`src/rtl/pcap_pkg.sv`:
```
package pcap_pkg;

    typedef enum logic [2:0] {
        ST_IDLE  = 3'd0,
        ST_BASE  = 3'd1,
        ST_TRIAL = 3'd2,
        ST_HOLD  = 3'd3,
        ST_HOT   = 3'd4
    } cap_state_e;

    localparam int CAP_W = 3;

    // Cap index encoding: 0 = unrestricted boost, 1 = lower boost,
    // 2..6 = visible states from fastest to slowest.
    localparam logic [CAP_W-1:0] CAP_NONE  = 3'd0;
    localparam logic [CAP_W-1:0] CAP_FIRST = 3'd1;
    localparam logic [CAP_W-1:0] CAP_LAST  = 3'd6;

endpackage

```
`src/rtl/pcap_therm_win.sv`:
```
// Temperature window decode: near, cool (below hysteresis) and over-limit.
module pcap_therm_win #(
    parameter int TEMP_W = 8
) (
    input  logic [TEMP_W-1:0] temp_i,
    input  logic [TEMP_W-1:0] limit_i,
    input  logic [TEMP_W-1:0] margin_i,
    input  logic [TEMP_W-1:0] hyst_i,
    output logic              near_o,
    output logic              cool_o,
    output logic              over_o
);
    localparam int WW = TEMP_W + 2;

    logic [WW-1:0] t_w, l_w, m_w, h_w;

    always_comb begin
        t_w    = WW'(temp_i);
        l_w    = WW'(limit_i);
        m_w    = WW'(margin_i);
        h_w    = WW'(hyst_i);
        near_o = (t_w + m_w) >= l_w;
        cool_o = (t_w + m_w + h_w) < l_w;
        over_o = t_w > l_w;
    end

endmodule

```
`src/rtl/pcap_dwell.sv`:
```
// Counts ticks spent at the current cap; flags the tick that completes the dwell.
module pcap_dwell #(
    parameter int DWELL_W = 4
) (
    input  logic               clk,
    input  logic               rst_n,
    input  logic               clear_i,
    input  logic               tick_i,
    input  logic [DWELL_W-1:0] dwell_i,
    output logic               due_o
);
    logic [DWELL_W-1:0] cnt_q;
    logic [DWELL_W:0]   need;
    logic [DWELL_W:0]   seen;

    always_comb begin
        need  = (dwell_i == '0) ? (DWELL_W+1)'(1) : {1'b0, dwell_i};
        seen  = {1'b0, cnt_q} + (DWELL_W+1)'(1);
        due_o = tick_i && (seen >= need);
    end

    always_ff @(posedge clk or negedge rst_n) begin
        if (!rst_n) begin
            cnt_q <= '0;
        end else if (clear_i) begin
            cnt_q <= '0;
        end else if (tick_i && (cnt_q != '1)) begin
            cnt_q <= cnt_q + 1'b1;
        end
    end

endmodule

```
`src/rtl/pcap_bisect.sv`:
```
// One narrowing step of the cap search: judge the trial and shrink the interval.
module pcap_bisect #(
    parameter int PERF_W = 13
) (
    input  logic [2:0]        lo_i,
    input  logic [2:0]        hi_i,
    input  logic [2:0]        trial_i,
    input  logic [PERF_W-1:0] perf_i,
    input  logic [PERF_W-1:0] best_perf_i,
    output logic              pass_o,
    output logic [2:0]        lo_o,
    output logic [2:0]        hi_o,
    output logic [2:0]        next_o,
    output logic              done_o
);
    logic [3:0] sum;

    always_comb begin
        pass_o = perf_i >= best_perf_i;
        lo_o   = pass_o ? trial_i : lo_i;
        hi_o   = pass_o ? hi_i : (trial_i - 3'd1);
        done_o = lo_o >= hi_o;
        sum    = {1'b0, lo_o} + {1'b0, hi_o} + 4'd1;
        next_o = sum[3:1];
    end

endmodule

```
`src/rtl/pstate_cap_ctrl.sv`:
```
module pstate_cap_ctrl #(
    parameter int TEMP_W  = 8,
    parameter int BW_W    = 12,
    parameter int IPC_W   = 8,
    parameter int DWELL_W = 4
) (
    input  logic               clk,
    input  logic               rst_n,
    input  logic               tick_i,
    input  logic [TEMP_W-1:0]  temp_i,
    input  logic [TEMP_W-1:0]  limit_i,
    input  logic [TEMP_W-1:0]  margin_i,
    input  logic [TEMP_W-1:0]  hyst_i,
    input  logic [DWELL_W-1:0] dwell_i,
    input  logic [BW_W-1:0]    gpu_bw_i,
    input  logic [IPC_W-1:0]   cpu_ipc_i,
    output logic [2:0]         cap_o
);
    import pcap_pkg::*;

    localparam int PERF_W = ((BW_W > IPC_W) ? BW_W : IPC_W) + 1;

    cap_state_e        state_q, state_d;
    logic [2:0]        lo_q, lo_d, hi_q, hi_d;
    logic [2:0]        trial_q, trial_d, best_q, best_d;
    logic [PERF_W-1:0] best_perf_q, best_perf_d;
    logic [PERF_W-1:0] perf;
    logic [2:0]        cap_d;
    logic              near, cool, over, due, clr;
    logic              b_pass, b_done;
    logic [2:0]        b_lo, b_hi, b_next;

    assign perf = PERF_W'(gpu_bw_i) + PERF_W'(cpu_ipc_i);

    pcap_therm_win #(.TEMP_W(TEMP_W)) u_win (
        .temp_i   (temp_i),
        .limit_i  (limit_i),
        .margin_i (margin_i),
        .hyst_i   (hyst_i),
        .near_o   (near),
        .cool_o   (cool),
        .over_o   (over)
    );

    pcap_dwell #(.DWELL_W(DWELL_W)) u_dwell (
        .clk     (clk),
        .rst_n   (rst_n),
        .clear_i (clr),
        .tick_i  (tick_i),
        .dwell_i (dwell_i),
        .due_o   (due)
    );

    pcap_bisect #(.PERF_W(PERF_W)) u_bisect (
        .lo_i        (lo_q),
        .hi_i        (hi_q),
        .trial_i     (trial_q),
        .perf_i      (perf),
        .best_perf_i (best_perf_q),
        .pass_o      (b_pass),
        .lo_o        (b_lo),
        .hi_o        (b_hi),
        .next_o      (b_next),
        .done_o      (b_done)
    );

    // Next-state and search datapath
    always_comb begin
        state_d     = state_q;
        lo_d        = lo_q;
        hi_d        = hi_q;
        trial_d     = trial_q;
        best_d      = best_q;
        best_perf_d = best_perf_q;
        clr         = 1'b0;
        if (over) begin
            state_d = ST_HOT;
            clr     = 1'b1;
        end else begin
            unique case (state_q)
                ST_IDLE: begin
                    if (tick_i && near) begin
                        state_d = ST_BASE;
                        clr     = 1'b1;
                    end
                end
                ST_BASE: begin
                    if (tick_i && cool) begin
                        state_d = ST_IDLE;
                        clr     = 1'b1;
                    end else if (due) begin
                        state_d     = ST_TRIAL;
                        lo_d        = CAP_FIRST;
                        hi_d        = CAP_LAST;
                        best_d      = CAP_FIRST;
                        best_perf_d = perf;
                        trial_d     = 3'((4'(CAP_FIRST) + 4'(CAP_LAST) + 4'd1) >> 1);
                        clr         = 1'b1;
                    end
                end
                ST_TRIAL: begin
                    if (tick_i && cool) begin
                        state_d = ST_IDLE;
                        clr     = 1'b1;
                    end else if (due) begin
                        lo_d = b_lo;
                        hi_d = b_hi;
                        clr  = 1'b1;
                        if (b_pass) begin
                            best_d      = trial_q;
                            best_perf_d = perf;
                        end
                        if (b_done) begin
                            state_d = ST_HOLD;
                        end else begin
                            trial_d = b_next;
                        end
                    end
                end
                ST_HOLD: begin
                    if (tick_i && cool) begin
                        state_d = ST_IDLE;
                        clr     = 1'b1;
                    end
                end
                ST_HOT: begin
                    if (tick_i && cool) begin
                        state_d = ST_IDLE;
                        clr     = 1'b1;
                    end else if (tick_i) begin
                        state_d = ST_BASE;
                        clr     = 1'b1;
                    end
                end
                default: begin
                    state_d = ST_IDLE;
                    clr     = 1'b1;
                end
            endcase
        end
    end

    // Output decode from the next state
    always_comb begin
        unique case (state_d)
            ST_IDLE:  cap_d = CAP_NONE;
            ST_BASE:  cap_d = CAP_FIRST;
            ST_TRIAL: cap_d = trial_d;
            ST_HOLD:  cap_d = best_d;
            ST_HOT:   cap_d = CAP_LAST;
            default:  cap_d = CAP_NONE;
        endcase
    end

    always_ff @(posedge clk or negedge rst_n) begin
        if (!rst_n) begin
            state_q     <= ST_IDLE;
            lo_q        <= CAP_FIRST;
            hi_q        <= CAP_LAST;
            trial_q     <= CAP_FIRST;
            best_q      <= CAP_FIRST;
            best_perf_q <= '0;
            cap_o       <= CAP_NONE;
        end else begin
            state_q     <= state_d;
            lo_q        <= lo_d;
            hi_q        <= hi_d;
            trial_q     <= trial_d;
            best_q      <= best_d;
            best_perf_q <= best_perf_d;
            cap_o       <= cap_d;
        end
    end

endmodule

```
`config.mk`:
```
export PLATFORM = sky130hd
export DESIGN_NAME = pstate_cap_ctrl
export DESIGN_NICKNAME = d
export VERILOG_FILES = /design/src/rtl/pcap_pkg.sv /design/src/rtl/pcap_therm_win.sv /design/src/rtl/pcap_dwell.sv /design/src/rtl/pcap_bisect.sv /design/src/rtl/pstate_cap_ctrl.sv
export SDC_FILE = /design/constraint.sdc
export NUM_CORES = 1
export LEC_CHECK = 0
export BUFFER_PORTS_ARGS = -buffer_cell sky130_fd_sc_hd__buf_4
export CORE_MARGIN = 2
export CORE_UTILIZATION = 46
export CTS_BUF_LIST = sky130_fd_sc_hd__clkbuf_16
export DETAILED_ROUTE_END_ITERATION = 10
export PLACE_DENSITY = 0.73
export SLEW_MARGIN = 20
export SYNTH_ARGS = -nofsm -noshare
export SYNTH_HDL_FRONTEND = slang
export SYNTH_SLANG_ARGS = --single-unit
```
`constraint.sdc`:
```
create_clock -name clk -period 5.27 [get_ports clk]
set_input_delay 0.7905 -clock clk [delete_from_list [all_inputs] [get_ports clk]]
set_output_delay 0.7905 -clock clk [all_outputs]
set_load 0.02 [all_outputs]
```
## Word-level counts from Yosys, hierarchy flattened

Index checks and enable logic that the tools add are counted.
W data, S select, Z words.

| word-level totals | value |
|---|---|
| register bits | 35 |
| output and inout bits | 3 |

| operators by class | value |
|---|---|
| add/sub/neg operators | 8 |
| $lt $le $gt $ge | 6 |
| eq/ne operators | 14 |
| muxes and demuxes | 55 |
| bitwise gates (word level) | 1 |
| reduce and logical (&&, ||, !) cells | 11 |

Operator list:

| cell | number |
|---|---|
| $mux W3 | 32 |
| $mux W13 | 5 |
| $pmux W13 S2 | 1 |
| $pmux W3 S2 | 4 |
| $pmux W3 S5 | 1 |
| $add A12 B8 Y13 | 1 |
| $ge A13 B13 Y1 | 1 |
| $eq A3 B2 Y1 const B | 4 |
| $mux W4 | 3 |
| $pmux W3 S4 | 1 |
| $add A10 B8 Y10 | 1 |
| $lt A10 B8 Y1 | 1 |
| $ne A2 B2 Y1 const B | 5 |
| $add A8 B8 Y9 | 1 |
| $ge A9 B8 Y1 | 1 |
| $add A4 B1 Y4 const B | 2 |
| $gt A8 B8 Y1 | 1 |
| $mux W1 | 7 |
| $reduce_and A7 Y1 | 1 |
| $eq A3 B1 Y1 const B | 2 |
| $eq A3 B3 Y1 const B | 2 |
| $reduce_and A6 Y1 | 1 |
| $add A4 B1 Y5 const B | 1 |
| $ge A5 B5 Y1 | 1 |
| other kinds (11) | 15 |

## Depth between registers and ports, before layout

Gate-level depths: netlist (run 1).

| depth | value |
|---|---|
| depth in word-level cells | 11 |
| depth in mapped cells | 28 |

## Hierarchy

From an unflattened synthesis (run 1), not the netlist that was laid out.

| unflattened totals | value |
|---|---|
| cells, all modules | 479 |
| area, all modules | 4,232.8 µm² |

Modules (own cells, without submodules):

| module | instances | cells an instance | area each (µm²) | seq. area each (µm²) |
|---|---|---|---|---|
| pstate_cap_ctrl | 1 | 217 | 2,055.7 | 782.0 |
| pcap_therm_win | 1 | 147 | 1,186.1 | 0.0 |
| pcap_bisect | 1 | 77 | 644.4 | 0.0 |
| pcap_dwell | 1 | 38 | 346.6 | 100.1 |

## Least setup slack after synthesis (run 1)

Ideal clock, no wire load.

| path | value |
|---|---|
| kind | input to register |
| start point | in gpu_bw_i[0] |
| end point | reg cap_o[2] |
| library setup time | 78 ps |
| arrival time | 5,646 ps |
| data required time | 5,192 ps |
| setup slack | -454 ps |
| cell stages on the path | 26 |
| path buffers | 1 |
| cells stage by stage | ha_1 inv_1 fa_1 nor2b_1 o21ai_0 a21boi_0 o21ai_0 a21oi_1 nand3_1 xnor2_1 ha_1 a21o_1 a21oi_1 or4b_1 o21ai_2 buf_2 mux2_2 ha_1 inv_1 o21ai_0 nand2b_1 nor2_1 o31a_1 o31ai_2 and2_1 o2bb2ai_1 |

| on the way | value |
|---|---|
| word-level cells in the longest chain between the ends | 11 |

RTL lines:

| element | RTL line | RTL |
|---|---|---|
| start, declared | pstate_cap_ctrl.sv:15 | `input logic [BW_W-1:0] gpu_bw_i,` |
| $add A12 B8 Y13 (*) | pstate_cap_ctrl.sv:33 | `assign perf = PERF_W'(gpu_bw_i) + PERF_W'(cpu_ipc_i);` |
| net perf[10] | pstate_cap_ctrl.sv:27 | `logic [PERF_W-1:0] perf;` |
| $ge A13 B13 Y1 (*) | pcap_bisect.sv:19 | `pass_o = perf_i >= best_perf_i;` |
| $mux W3, on equally long branches | pcap_bisect.sv:20, pcap_bisect.sv:21 |  |
| $ge A3 B3 Y1 (*) | pcap_bisect.sv:22 | `done_o = lo_o >= hi_o;` |
| $mux W3 (*) | pstate_cap_ctrl.sv:113 | `if (b_done) begin` |
| $mux W3 (*) | pstate_cap_ctrl.sv:105 | `end else if (due) begin` |
| $mux W3 (*) | pstate_cap_ctrl.sv:102 | `if (tick_i && cool) begin` |
| $pmux W3 S5 (*) | pstate_cap_ctrl.sv:80 | `unique case (state_q)` |
| $mux W3 (*) | pstate_cap_ctrl.sv:76 | `if (over) begin` |
| net state_d[0] | pstate_cap_ctrl.sv:23 | `cap_state_e state_q, state_d;` |
| $eq A3 B3 Y1 (tied with other cells) | pstate_cap_ctrl.sv:145 | `unique case (state_d)` |
| $pmux W3 S4 (*) | pstate_cap_ctrl.sv:145 |  |
| net cap_d[2] | pstate_cap_ctrl.sv:28 | `logic [2:0] cap_d;` |
| end signal, assigned | pstate_cap_ctrl.sv:171 | `cap_o <= cap_d;` |
| end, declared | pstate_cap_ctrl.sv:17 | `output logic [2:0] cap_o` |

Mark *: on every way through the listed nets, which the timed path passes. The rest lies on a longest branch.
A chain may end at the register's enable or synchronous reset.

## Worst setup path after layout (run 1)

| path | value |
|---|---|
| start point | in gpu_bw_i[0] |
| end point | reg cap_o[0] |

Same word-level chain as after synthesis.

==> results.txt, run 1 <==
residual DRC count -> 0
number of diodes -> 0
CP top delay family -> compound AO/OA/AOI/OAI gates
# IOs -> 62
Distinct cells, synth -> 65
CTS clk-pin slew, worst paths -> 0.06 ns
Logic pwr share -> 52.8%
clock period minus worst slack -> 5.42 ns
RD Place Congestion -> 0.889
post-synthesis sequential area ratio -> 22.4%
initial antenna violation count -> 0
post-route ant nets -> 0
H-tree depth -> 2
Worst Clk Skew -> 0.00580 ns
Main synth FF type -> dfrtp_1
Initial Util -> 47.7%
share of power burned in registers -> 23.8%
startpoint types -> input port
slew margin rel. -> 56.9%
clock buffer depth -> 2
Least-Margin Pin Slew -> 0.642 ns
crit-path max cell delay -> 0.51 ns
WP buf/inv -> 3
Cell Int Power -> 0.907 mW
Final period util -> 103%
Vias/cell -> 5.50
Area Overhead vs Synth -> 38.3%
Hold/Removal Path Class -> input port to async pin
Crit path top cell by count -> a21oi_2
WP data arrival -> 5.63 ns
die area -> 9330 um2
NetSw -> 0.531 mW
syn_nets -> 585
fin. max-slew vios -> 0
syn avg cell area -> 8.76 um2
hold slack -> 0.447 ns
chip width -> 96.6 um
DRT Pass-1 Iters -> 4
CP Capture Type -> flip-flop
max cap viols -> 0
initial detailed-routing violation count -> 118
gr ovfl total -> 0
drt wl/cell -> 15.0 um
failing checks -> setup timing
cts bufs inserted -> 5
core area -> 8260 um2
commonest non-fill, non-tap cell in the layout -> buf_4
commonest non-fill, non-tap cells in the layout -> 115 x buf_4, 67 x ha_1, 47 x inv_1
share of cells above drive strength 1 -> 36.2%
final hold vios -> 0
final setup fails -> 3
Root Buffer -> clkbuf_16
Final Util -> 66.0%
first-pass GRT wire length -> 16200 um
post-synthesis register bit count -> 35
number of global-route vias before repair -> 3670
NumNets Final -> 708
post-synthesis cell count -> 450
Clk Latency, worst-skew pair -> 0.28 ns
VDD IR-drop max -> 0.164 mV
RSZ-0062 raised after global routing -> yes
Row Count -> 33
yosys warns -> 0
switch share -> 36.9%
clock group share of total power -> 23.4%
TritonCTS clock tree -> done
leakage power total -> 2.70 nW
via count -> 3733
Die Ht -> 96.6 um
WL final -> 10200 um
worst path required time -> 5.48 ns
worst reg2reg path depth -> 16
Power Density -> 264 nW/um2
largest net degree at the start of global routing -> 36
Overall Global Routing Usage -> 22.2%
Post-synth EDFFs -> 0
# port buffers -> 61
CTS sink cnt -> 35
Final WS setup -> -0.147 ns
critical path depth in cells -> 26
status -> finished, violations left
final setup TNS -> -0.403 ns
Crit Path Class -> input port to flip-flop
mapped cell area -> 3940 um2
DP HPWL -> 7870 um
f_max -> 0.185 GHz
Synth async-reset ratio -> 100%
critical-path maximum fanout -> 5
Slowest-stage cell, CP -> or4b_4
[layer usage]
| metal | GRT usage, % | wire length, um | vias to the layer above |
|---|---|---|---|
| li1 | - | - | 1870 |
| met2 | 38.8 | 5050 | 93 |
| met5 | 0 | 0 | - |
| met3 | 3.41 | 504 | 19 |
| met4 | 6.92 | 181 | 0 |
| met1 | 28.1 | 4420 | 1751 |
[synthesized netlist by cell type (4+ instances only)]
cell type / count / share of area [%]
dfstp_2: 5 / 3.3
o21a_1: 6 / 1.1
dfrtp_1: 30 / 19
inv_1: 50 / 4.8
nor2_1: 32 / 3.0
mux2_2: 5 / 1.4
fa_1: 4 / 2.0
a21oi_1: 34 / 4.3
nand3_1: 7 / 0.89
a21o_1: 10 / 1.9
xor2_1: 5 / 1.1
and3_1: 5 / 0.79
a31oi_1: 7 / 1.1
ha_1: 72 / 23
nand2b_1: 6 / 0.95
and2_1: 6 / 0.95
mux2i_1: 5 / 1.3
nor3_1: 8 / 1.0
xnor2_1: 21 / 4.7
o211ai_1: 5 / 0.95
buf_2: 5 / 0.63
o21ai_0: 23 / 2.9
nand2_1: 31 / 3.0
nand4_1: 5 / 0.79
nor2b_1: 7 / 1.1
[logic make-up (layout without fill, tap and decap cells)]
logic type      count (synthesis)  count (layout)  synth area share [%]
xor+xnor                       26              26                  5.78
simple gates                  124             124                  17.3
buf+inv                        56             179                  5.68
mux                            10              10                  2.70
fa+ha+maj                      76              76                  24.9
flops                          35              35                  22.4
compound gates                123             124                  21.3
[per-stage QoR]
stage / power, mW / cells / worst slack, ns / cell area, um2
6_report: 1.44 / 679 / -0.147 / 5450
5_1_grt: 1.54 / 679 / -0.373 / 5450
4_1_cts: 1.38 / 673 / -0.0283 / 5220
3_5_place_dp: 1.01 / 661 / -0.457 / 4960
3_3_place_gp: 0.987 / 661 / -0.419 / 4960
2_1_floorplan: 0.772 / 450 / -0.0732 / 4030
[layout make-up]
| cell class | count | area [um2] |
|---|---|---|
| timing repair buffer | 121 | 935 |
| tap | 105 | 131 |
| sequential | 35 | 882 |
| clock inverter | 3 | 43.8 |
| clock buffer | 5 | 125 |
| fill | 662 | 2800 |
| multi-input combinational | 360 | 3150 |
| inverter | 50 | 188 |
[path summary, 6_finish.rpt]
check	start	to	slack [ns]
worst min register to register	best_perf_q[0]$_DFFE_PN0P_	best_perf_q[0]$_DFFE_PN0P_	0.49
min in group clk	best_perf_q[0]$_DFFE_PN0P_	best_perf_q[0]$_DFFE_PN0P_	0.49
worst max register to register	best_perf_q[10]$_DFFE_PN0P_	cap_o[0]$_DFF_PN0_	1.45
worst min-delay path	rst_n	best_perf_q[9]$_DFFE_PN0P_	0.45
max in group asynchronous	rst_n	trial_q[0]$_DFF_PN1_	4.48
worst max-delay path	gpu_bw_i[0]	cap_o[0]$_DFF_PN0_	-0.15
[repair_timing]
action / in CTS / in global routing
pin swaps: 13 / 28
endpoints found under the setup margin: 9 / 30
hold buffers: 0 / 0
setup buffers: 3 / 6
cloned: 1 / 0
gates resized for setup: 16 / 41
endpoints found under the hold margin: 0 / 0
[power groups by stage]
stage / Sequential (mW) / Clock [mW] / Combinational (mW)
2_1_floorplan: 0.335 / 0 / 0.437
3_3_place_gp: 0.344 / 0 / 0.643
3_5_place_dp: 0.343 / 0 / 0.671
4_1_cts: 0.340 / 0.340 / 0.703
5_1_grt: 0.347 / 0.354 / 0.838
6_report: 0.342 / 0.337 / 0.759
[state kept, by name, indices dropped and copies added, names as in the netlist]
| register | flops |
|---|---|
| u_dwell.cnt_q | 4 |
| best_perf_q | 13 |
| state_q | 3 |
| hi_q | 3 |
| best_q | 3 |
| cap_o | 3 |
| lo_q | 3 |
| trial_q | 3 |
Power figures use the tool's default switching activity.
==> run 2: changes to the inputs <==
Clock period 5.27 ns to 5.3 ns, I/O delays scaled along.
==> results.txt, run 2 (synthesis results as in run 1) <==
critical-path maximum fanout -> 5 (unchanged)
share of cells above drive strength 1 -> 33.7% (was 36.2%)
core area -> 8260 um2 (unchanged)
fin. max-slew vios -> 0 (unchanged)
NetSw -> 0.507 mW (was 0.531 mW)
share of power burned in registers -> 24.4% (was 23.8%)
commonest non-fill, non-tap cells in the layout -> 114 x buf_4, 69 x ha_1, 50 x inv_1 (was 115 x buf_4, 67 x ha_1, 47 x inv_1)
Cell Int Power -> 0.884 mW (was 0.907 mW)
post-route ant nets -> 0 (unchanged)
leakage power total -> 2.63 nW (was 2.70 nW)
post-route insts no fill -> 674 (was 679)
failing checks -> setup timing (unchanged)
DRT Pass-1 Iters -> 4 (unchanged)
Power Density -> 261 nW/um2 (was 264 nW/um2)
met2 WL post-DR -> 4940 um (was 5050 um)
chip width -> 96.6 um (unchanged)
cts bufs inserted -> 5 (unchanged)
Initial Util -> 47.7% (unchanged)
R2R setup slack -> 1.56 ns (was 1.45 ns)
worst reg2reg path depth -> 16 (unchanged)
RSZ-0062 raised after global routing -> yes (unchanged)
DP HPWL -> 7850 um (was 7870 um)
CTS sink cnt -> 35 (unchanged)
RD Place Congestion -> 0.889 (unchanged)
Worst Clk Skew -> 0.00639 ns (was 0.00580 ns)
Least-Margin Pin Slew -> 0.642 ns (about the same)
Root Buffer -> clkbuf_16 (unchanged)
CTS clk-pin slew, worst paths -> 0.05 ns (was 0.06 ns)
clock buffer depth -> 2 (unchanged)
Hold/Removal Path Class -> input port to async pin (unchanged)
final hold vios -> 0 (unchanged)
clock group share of total power -> 23.2% (was 23.4%)
switch share -> 36.5% (was 36.9%)
via count -> 3668 (was 3733)
Met3 Wirelength -> 421 um (was 504 um)
WP data arrival -> 5.58 ns (was 5.63 ns)
Area Overhead vs Synth -> 35.3% (was 38.3%)
Crit Path Class -> input port to flip-flop (unchanged)
Regs by FF count -> best_perf_q: 13 flops, u_dwell.cnt_q: 4 flops (unchanged)
largest net degree at the start of global routing -> 36 (unchanged)
cell area after placement -> 4960 um2 (unchanged)
Vias/cell -> 5.44 (was 5.50)
Final Util -> 64.6% (was 66.0%)
max cap viols -> 0 (unchanged)
DR top layer -> met4 (unchanged)
total power -> 1.39 mW (was 1.44 mW)
NumNets Final -> 704 (was 708)
residual DRC count -> 0 (unchanged)
Die Ht -> 96.6 um (unchanged)
number of diodes -> 0 (unchanged)
slew margin rel. -> 56.9% (about the same)
# port buffers -> 61 (unchanged)
# IOs -> 62 (unchanged)
initial detailed-routing violation count -> 102 (was 118)
pre-CTS setup slack -> -0.411 ns (was -0.457 ns)
commonest non-fill, non-tap cell in the layout -> buf_4 (unchanged)
hold slack -> 0.453 ns (was 0.447 ns)
Largest register FFs -> 13 (unchanged)
Critical R2R Capture -> cap_o[2]$_DFF_PN0_ (was cap_o[0]$_DFF_PN0_)
Overall Global Routing Usage -> 21.7% (was 22.2%)
die area -> 9330 um2 (unchanged)
Final WS setup -> -0.0800 ns (was -0.147 ns)
VDD IR-drop max -> 0.186 mV (was 0.164 mV)
Logic pwr share -> 52.4% (was 52.8%)
Top reg by flops -> best_perf_q (unchanged)
H-tree depth -> 2 (unchanged)
TritonCTS clock tree -> done (unchanged)
fin area -> 5340 um2 (was 5450 um2)
# hold bufs at CTS -> 0 (unchanged)
worst path required time -> 5.50 ns (was 5.48 ns)
Placed Cells -> 661 (unchanged)
clock period minus worst slack -> 5.38 ns
WL final -> 9870 um (was 10200 um)
final setup fails -> 3 (unchanged)
Row Count -> 33 (unchanged)
drt wl/cell -> 14.6 um (was 15.0 um)
final setup TNS -> -0.192 ns (was -0.403 ns)
first-pass GRT wire length -> 16000 um (was 16200 um)
CP Capture Type -> flip-flop (unchanged)
number of global-route vias before repair -> 3664 (was 3670)
initial antenna violation count -> 0 (unchanged)
Final period util -> 102%
f_max -> 0.186 GHz
gr ovfl total -> 0 (unchanged)
startpoint types -> input port (unchanged)
reg-to-reg startpoint -> best_perf_q[10]$_DFFE_PN0P_ (unchanged)
Clk Latency, worst-skew pair -> 0.28 ns (about the same)
metal1 wirelength -> 4440 um (was 4420 um)
status -> finished, violations left (unchanged)
[run 2: cell types whose count changed in the layout (fill, tap and decap cells not counted), moves of 2 or more]
| cell | previous run | this run |
|---|---|---|
| a21oi_1 | 22 | 24 |
| a21oi_4 | 3 | 1 |
| buf_6 | 5 | 2 |
| ha_1 | 67 | 69 |
| ha_2 | 3 | 1 |
| inv_1 | 47 | 50 |
| inv_2 | 3 | 1 |
[run 2: worst max-delay path by stage]
stage / startpoint / endpoint / slack (ns) / depth (start not counted)
finish: gpu_bw_i[0] / cap_o[2]$_DFF_PN0_ / -0.08 / 26
CTS: gpu_bw_i[0] / cap_o[2]$_DFF_PN0_ / -0.02 / 26
global placement: temp_i[0] / cap_o[1]$_DFF_PN0_ / -0.39 / 24
floorplan: gpu_bw_i[0] / cap_o[2]$_DFF_PN0_ / -0.05 / 26
global route: gpu_bw_i[0] / cap_o[1]$_DFF_PN0_ / -0.34 / 29
detailed placement: gpu_bw_i[0] / cap_o[2]$_DFF_PN0_ / -0.41 / 26
[run 2: cell type report]
| cell class | count | area [um2] |
|---|---|---|
| fillers | 658 | 2920 |
| inverters | 50 | 188 |
| well taps | 105 | 131 |
| clock buffers | 5 | 125 |
| multi-input cells | 360 | 3080 |
| clock inverters | 2 | 33.8 |
| flip-flops and latches | 35 | 882 |
| repair buffers | 117 | 893 |
[run 2: timing repair]
| action | 4_1_cts | 5_1_grt |
|---|---|---|
| pin swaps | 14 | 16 |
| gates cloned | 1 | 0 |
| setup endpoints to repair | 9 | 30 |
| resized for setup | 12 | 27 |
| setup buffers | 2 | 3 |
[run 2: power groups by stage]
| stage | Combinational (mW) | Sequential [mW] | Clock, mW |
|---|---|---|---|
| final | 0.728 | 0.339 | 0.323 |
| after detailed placement | 0.666 | 0.342 | 0 |
| after CTS | 0.691 | 0.339 | 0.326 |
| after floorplan | 0.434 | 0.333 | 0 |
| after global routing | 0.813 | 0.345 | 0.340 |
| after global placement | 0.639 | 0.342 | 0 |
[run 2: worst max-delay path, stage by stage]
cell and delay [ns]:
buf_8 0.07, ha_4 0.12, inv_2 0.03, fa_2 0.34
nor2b_2 0.13, o21ai_2 0.07, a21boi_2 0.16, o21ai_2 0.08
a21oi_2 0.20, nand3_2 0.11, xnor2_2 0.16, ha_1 0.31
a21o_1 0.18, a21oi_2 0.14, or4b_4 0.51, o21ai_4 0.25
mux2i_2 0.31, ha_2 0.32, a21oi_2 0.13, o21ai_1 0.07
nand2b_1 0.09, nor2_1 0.04, o31a_1 0.29, o31ai_4 0.36
and2_1 0.20, o2bb2ai_2 0.11
[run 2: metal layers]
| layer | track usage (%) | up-vias |
|---|---|---|
| met5 | 0 | - |
| li1 | - | 1851 |
| met2 | 38.3 | 74 |
| met4 | 4.93 | 0 |
| met1 | 28.0 | 1735 |
| met3 | 3.49 | 8 |
==> run 3: changes to the inputs <==
Settings changed: PLACE_DENSITY 0.73 to 0.72, SYNTH_HIERARCHICAL from default to 1.
==> results.txt, run 3 <==
status -> completed (was finished, violations left)
post-synthesis sequential area ratio -> 20.8% (was 22.4%)
Die Ht -> 99.9 um (was 96.6 um)
NumNets Final -> 681 (was 704)
cts bufs inserted -> 5 (unchanged)
CTS clk-pin slew, worst paths -> 0.05 ns (about the same)
Crit Path Class -> input port to flip-flop (unchanged)
fill cell count -> 838 (was 658)
Overall Global Routing Usage -> 18.7% (was 21.7%)
number of diodes -> 0 (unchanged)
# IOs -> 62 (unchanged)
WP data arrival -> 5.11 ns (was 5.58 ns)
VDD IR-drop max -> 0.242 mV (was 0.186 mV)
Regs by FF count -> best_perf_q: 13 flops, u_dwell/cnt_q: 4 flops (was best_perf_q: 13 flops, u_dwell.cnt_q: 4 flops)
clock buffer depth -> 2 (unchanged)
crit-path max cell delay -> 0.31 ns (was 0.51 ns)
# port buffers -> 61 (unchanged)
largest net degree at the start of global routing -> 36 (unchanged)
DP HPWL -> 7220 um (was 7850 um)
Post-synth EDFFs -> 0 (unchanged)
R2R setup slack -> 1.78 ns (was 1.56 ns)
f_max -> 0.201 GHz (was 0.186 GHz)
hold slack -> 0.465 ns (was 0.453 ns)
post-synthesis register bit count -> 35 (unchanged)
Clk Latency, worst-skew pair -> 0.27 ns (was 0.28 ns)
Main synth FF type -> dfrtp_1 (unchanged)
Power Density -> 270 nW/um2 (was 261 nW/um2)
initial detailed-routing violation count -> 84 (was 102)
Hold/Removal Path Class -> input port to async pin (unchanged)
most frequent cells after synthesis -> 72 x ha_1, 55 x inv_1, 31 x a21oi_1 (was 72 x ha_1, 50 x inv_1, 34 x a21oi_1)
number of global-route vias before repair -> 3574 (was 3664)
Slowest-stage cell, CP -> ha_1 (was or4b_4)
total power -> 1.35 mW (was 1.39 mW)
gr ovfl total -> 0 (unchanged)
mapped cell area -> 4230 um2 (was 3940 um2)
final setup fails -> 0 (was 3)
Row Count -> 35 (was 33)
initial antenna violation count -> 0 (unchanged)
H-tree depth -> 2 (unchanged)
Vias/cell -> 5.51 (was 5.44)
Synth area leaders -> ha_1 21%, dfrtp_1 18%, inv_1 4.9% (was ha_1 23%, dfrtp_1 19%, inv_1 4.8%)
die area -> 9990 um2 (was 9330 um2)
RD Place Congestion -> 0.912 (was 0.889)
Worst Clk Skew -> 0.00239 ns (was 0.00639 ns)
syn avg cell area -> 8.84 um2 (was 8.76 um2)
leakage power total -> 2.45 nW (was 2.63 nW)
Top reg by flops -> best_perf_q (unchanged)
# hold bufs at CTS -> 0 (unchanged)
share of cells above drive strength 1 -> 22.7% (was 33.7%)
FF/Latch Area -> 882 um2 (unchanged)
final hold vios -> 0 (unchanged)
Synth async-reset ratio -> 100% (unchanged)
Largest register FFs -> 13 (unchanged)
Least-Margin Pin Slew -> 0.782 ns (was 0.642 ns)
largest area contributor in the netlist -> ha_1 (unchanged)
Synth top area share -> 21.3% (was 22.8%)
area of the multi-input gates -> 3110 um2 (was 3080 um2)
DRT Pass-1 Iters -> 5 (was 4)
yosys warns -> 6 (was 0)
Final period util -> 93.6% (was 102%)
CP Capture Type -> flip-flop (unchanged)
Distinct cells, synth -> 74 (was 65)
Worst setup endpoint -> cap_o[2]$_DFF_PN0_ (unchanged)
startpoint types -> input port (unchanged)
via count -> 3628 (was 3668)
drt wl/cell -> 13.7 um (was 14.6 um)
Root Buffer -> clkbuf_16 (unchanged)
count leader, synth -> ha_1 (unchanged)
slew margin rel. -> 47.3% (was 56.9%)
commonest non-fill, non-tap cells in the layout -> 72 x ha_1, 67 x buf_4, 57 x inv_1 (was 114 x buf_4, 69 x ha_1, 50 x inv_1)
Critical R2R Capture -> cap_o[2]$_DFF_PN0_ (unchanged)
worst path required time -> 5.44 ns (was 5.50 ns)
commonest non-fill, non-tap cell in the layout -> ha_1 (was buf_4)
clock period minus worst slack -> 4.96 ns (was 5.38 ns)
core area -> 9060 um2 (was 8260 um2)
max cap viols -> 0 (unchanged)
RSZ-0062 raised after global routing -> no (was yes)
worst reg2reg path depth -> 17 (was 16)
residual DRC count -> 0 (unchanged)
CTS sink cnt -> 35 (unchanged)
WL final -> 9020 um (was 9870 um)
reg-to-reg startpoint -> best_perf_q[3]$_DFFE_PN0P_ (was best_perf_q[10]$_DFFE_PN0P_)
critical-path maximum fanout -> 8 (was 5)
TritonCTS clock tree -> done (unchanged)
post-synthesis cell count -> 479 (was 450)
first-pass GRT wire length -> 15600 um (was 16000 um)
post-route ant nets -> 0 (unchanged)
chip width -> 99.9 um (was 96.6 um)
fin. max-slew vios -> 0 (unchanged)
Area Overhead vs Synth -> 18.1% (was 35.3%)
critical path launch point -> gpu_bw_i[0] (unchanged)
syn_nets -> 614 (was 585)
Initial Util -> 46.7% (was 47.7%)
run 3: cell families (layout without fill, tap and decap cells):
kind of cell	count (synthesis)	in the layout	share of synthesized area (%)
AOI/OAI and AO/OA	140	140	23.3
xor gates and xnor gates	19	19	3.93
adders and majority gates	76	76	23.2
buffers and inverters	64	132	6.24
DFF	35	35	20.8
muxes	25	25	6.86
and+or+nand+nor	120	120	15.7
run 3: how the worst min path moves through the flow:
stage,start,endpoint,slack [ns],depth (start not counted)
global route,rst_n,best_perf_q[11]$_DFFE_PN0P_,0.49,1
global placement,best_perf_q[1]$_DFFE_PN0P_,best_perf_q[1]$_DFFE_PN0P_,0.47,2
detailed placement,best_perf_q[1]$_DFFE_PN0P_,best_perf_q[1]$_DFFE_PN0P_,0.48,2
CTS,rst_n,best_perf_q[11]$_DFFE_PN0P_,0.48,1
finish,rst_n,best_perf_q[11]$_DFFE_PN0P_,0.46,1
floorplan,best_perf_q[6]$_DFFE_PN0P_,best_perf_q[6]$_DFFE_PN0P_,0.45,2
run 3: cell type report:
class	instances	area share, %
clock inverter	3	0.250
multi-input combinational	380	62.2
tap	111	2.78
inverter	56	4.20
sequential	35	17.6
timing repair buffer	68	10.5
clock buffer	5	2.50
run 3: layer usage:
layer  routed length [um]  GRT usage [%]  up-vias
li1                     -              -     1885
met1                 4340           24.5     1685
met2                 4340           32.8       52
met3                  280           2.72        6
met4                   67           3.69        0
met5                    0              0        -
run 3: what timing repair did:
action                                  in CTS  in global routing
endpoints found under the setup margin       0                  3
hold endpoints to repair                     0                  0
gates resized for setup                      0                  7
setup buffers                                0                  3
run 3: metrics by stage:
stage | cell area, um2 | utilization, % | std cells | setup slack [ns] | TNS [ns]
after detailed placement | 4820 | 53.2 | 647 | -0.0900 | -0.141
after global routing | 5000 | 55.2 | 658 | 0.0224 | 0
after floorplan | 4230 | - | 479 | 0.302 | 0
after global placement | 4820 | 53.2 | 647 | 0.0725 | 0
after CTS | 4960 | 54.7 | 655 | 0.195 | 0
final | 5000 | 55.2 | 658 | 0.337 | 0
run 3: worst max-delay path: cells and delay by family:
kind / cells / cell delay, ns
buf+inv: 3 / 0.35
simple gates: 5 / 0.48
mux: 2 / 0.47
compound gates: 11 / 1.96
fa+ha+maj: 4 / 1.03
run 3: where the power goes:
part / switching (mW) / internal [mW]
clock network: 0.101 / 0.169
logic: 0.358 / 0.357
registers: 0.0455 / 0.319
total: 0.504 / 0.845
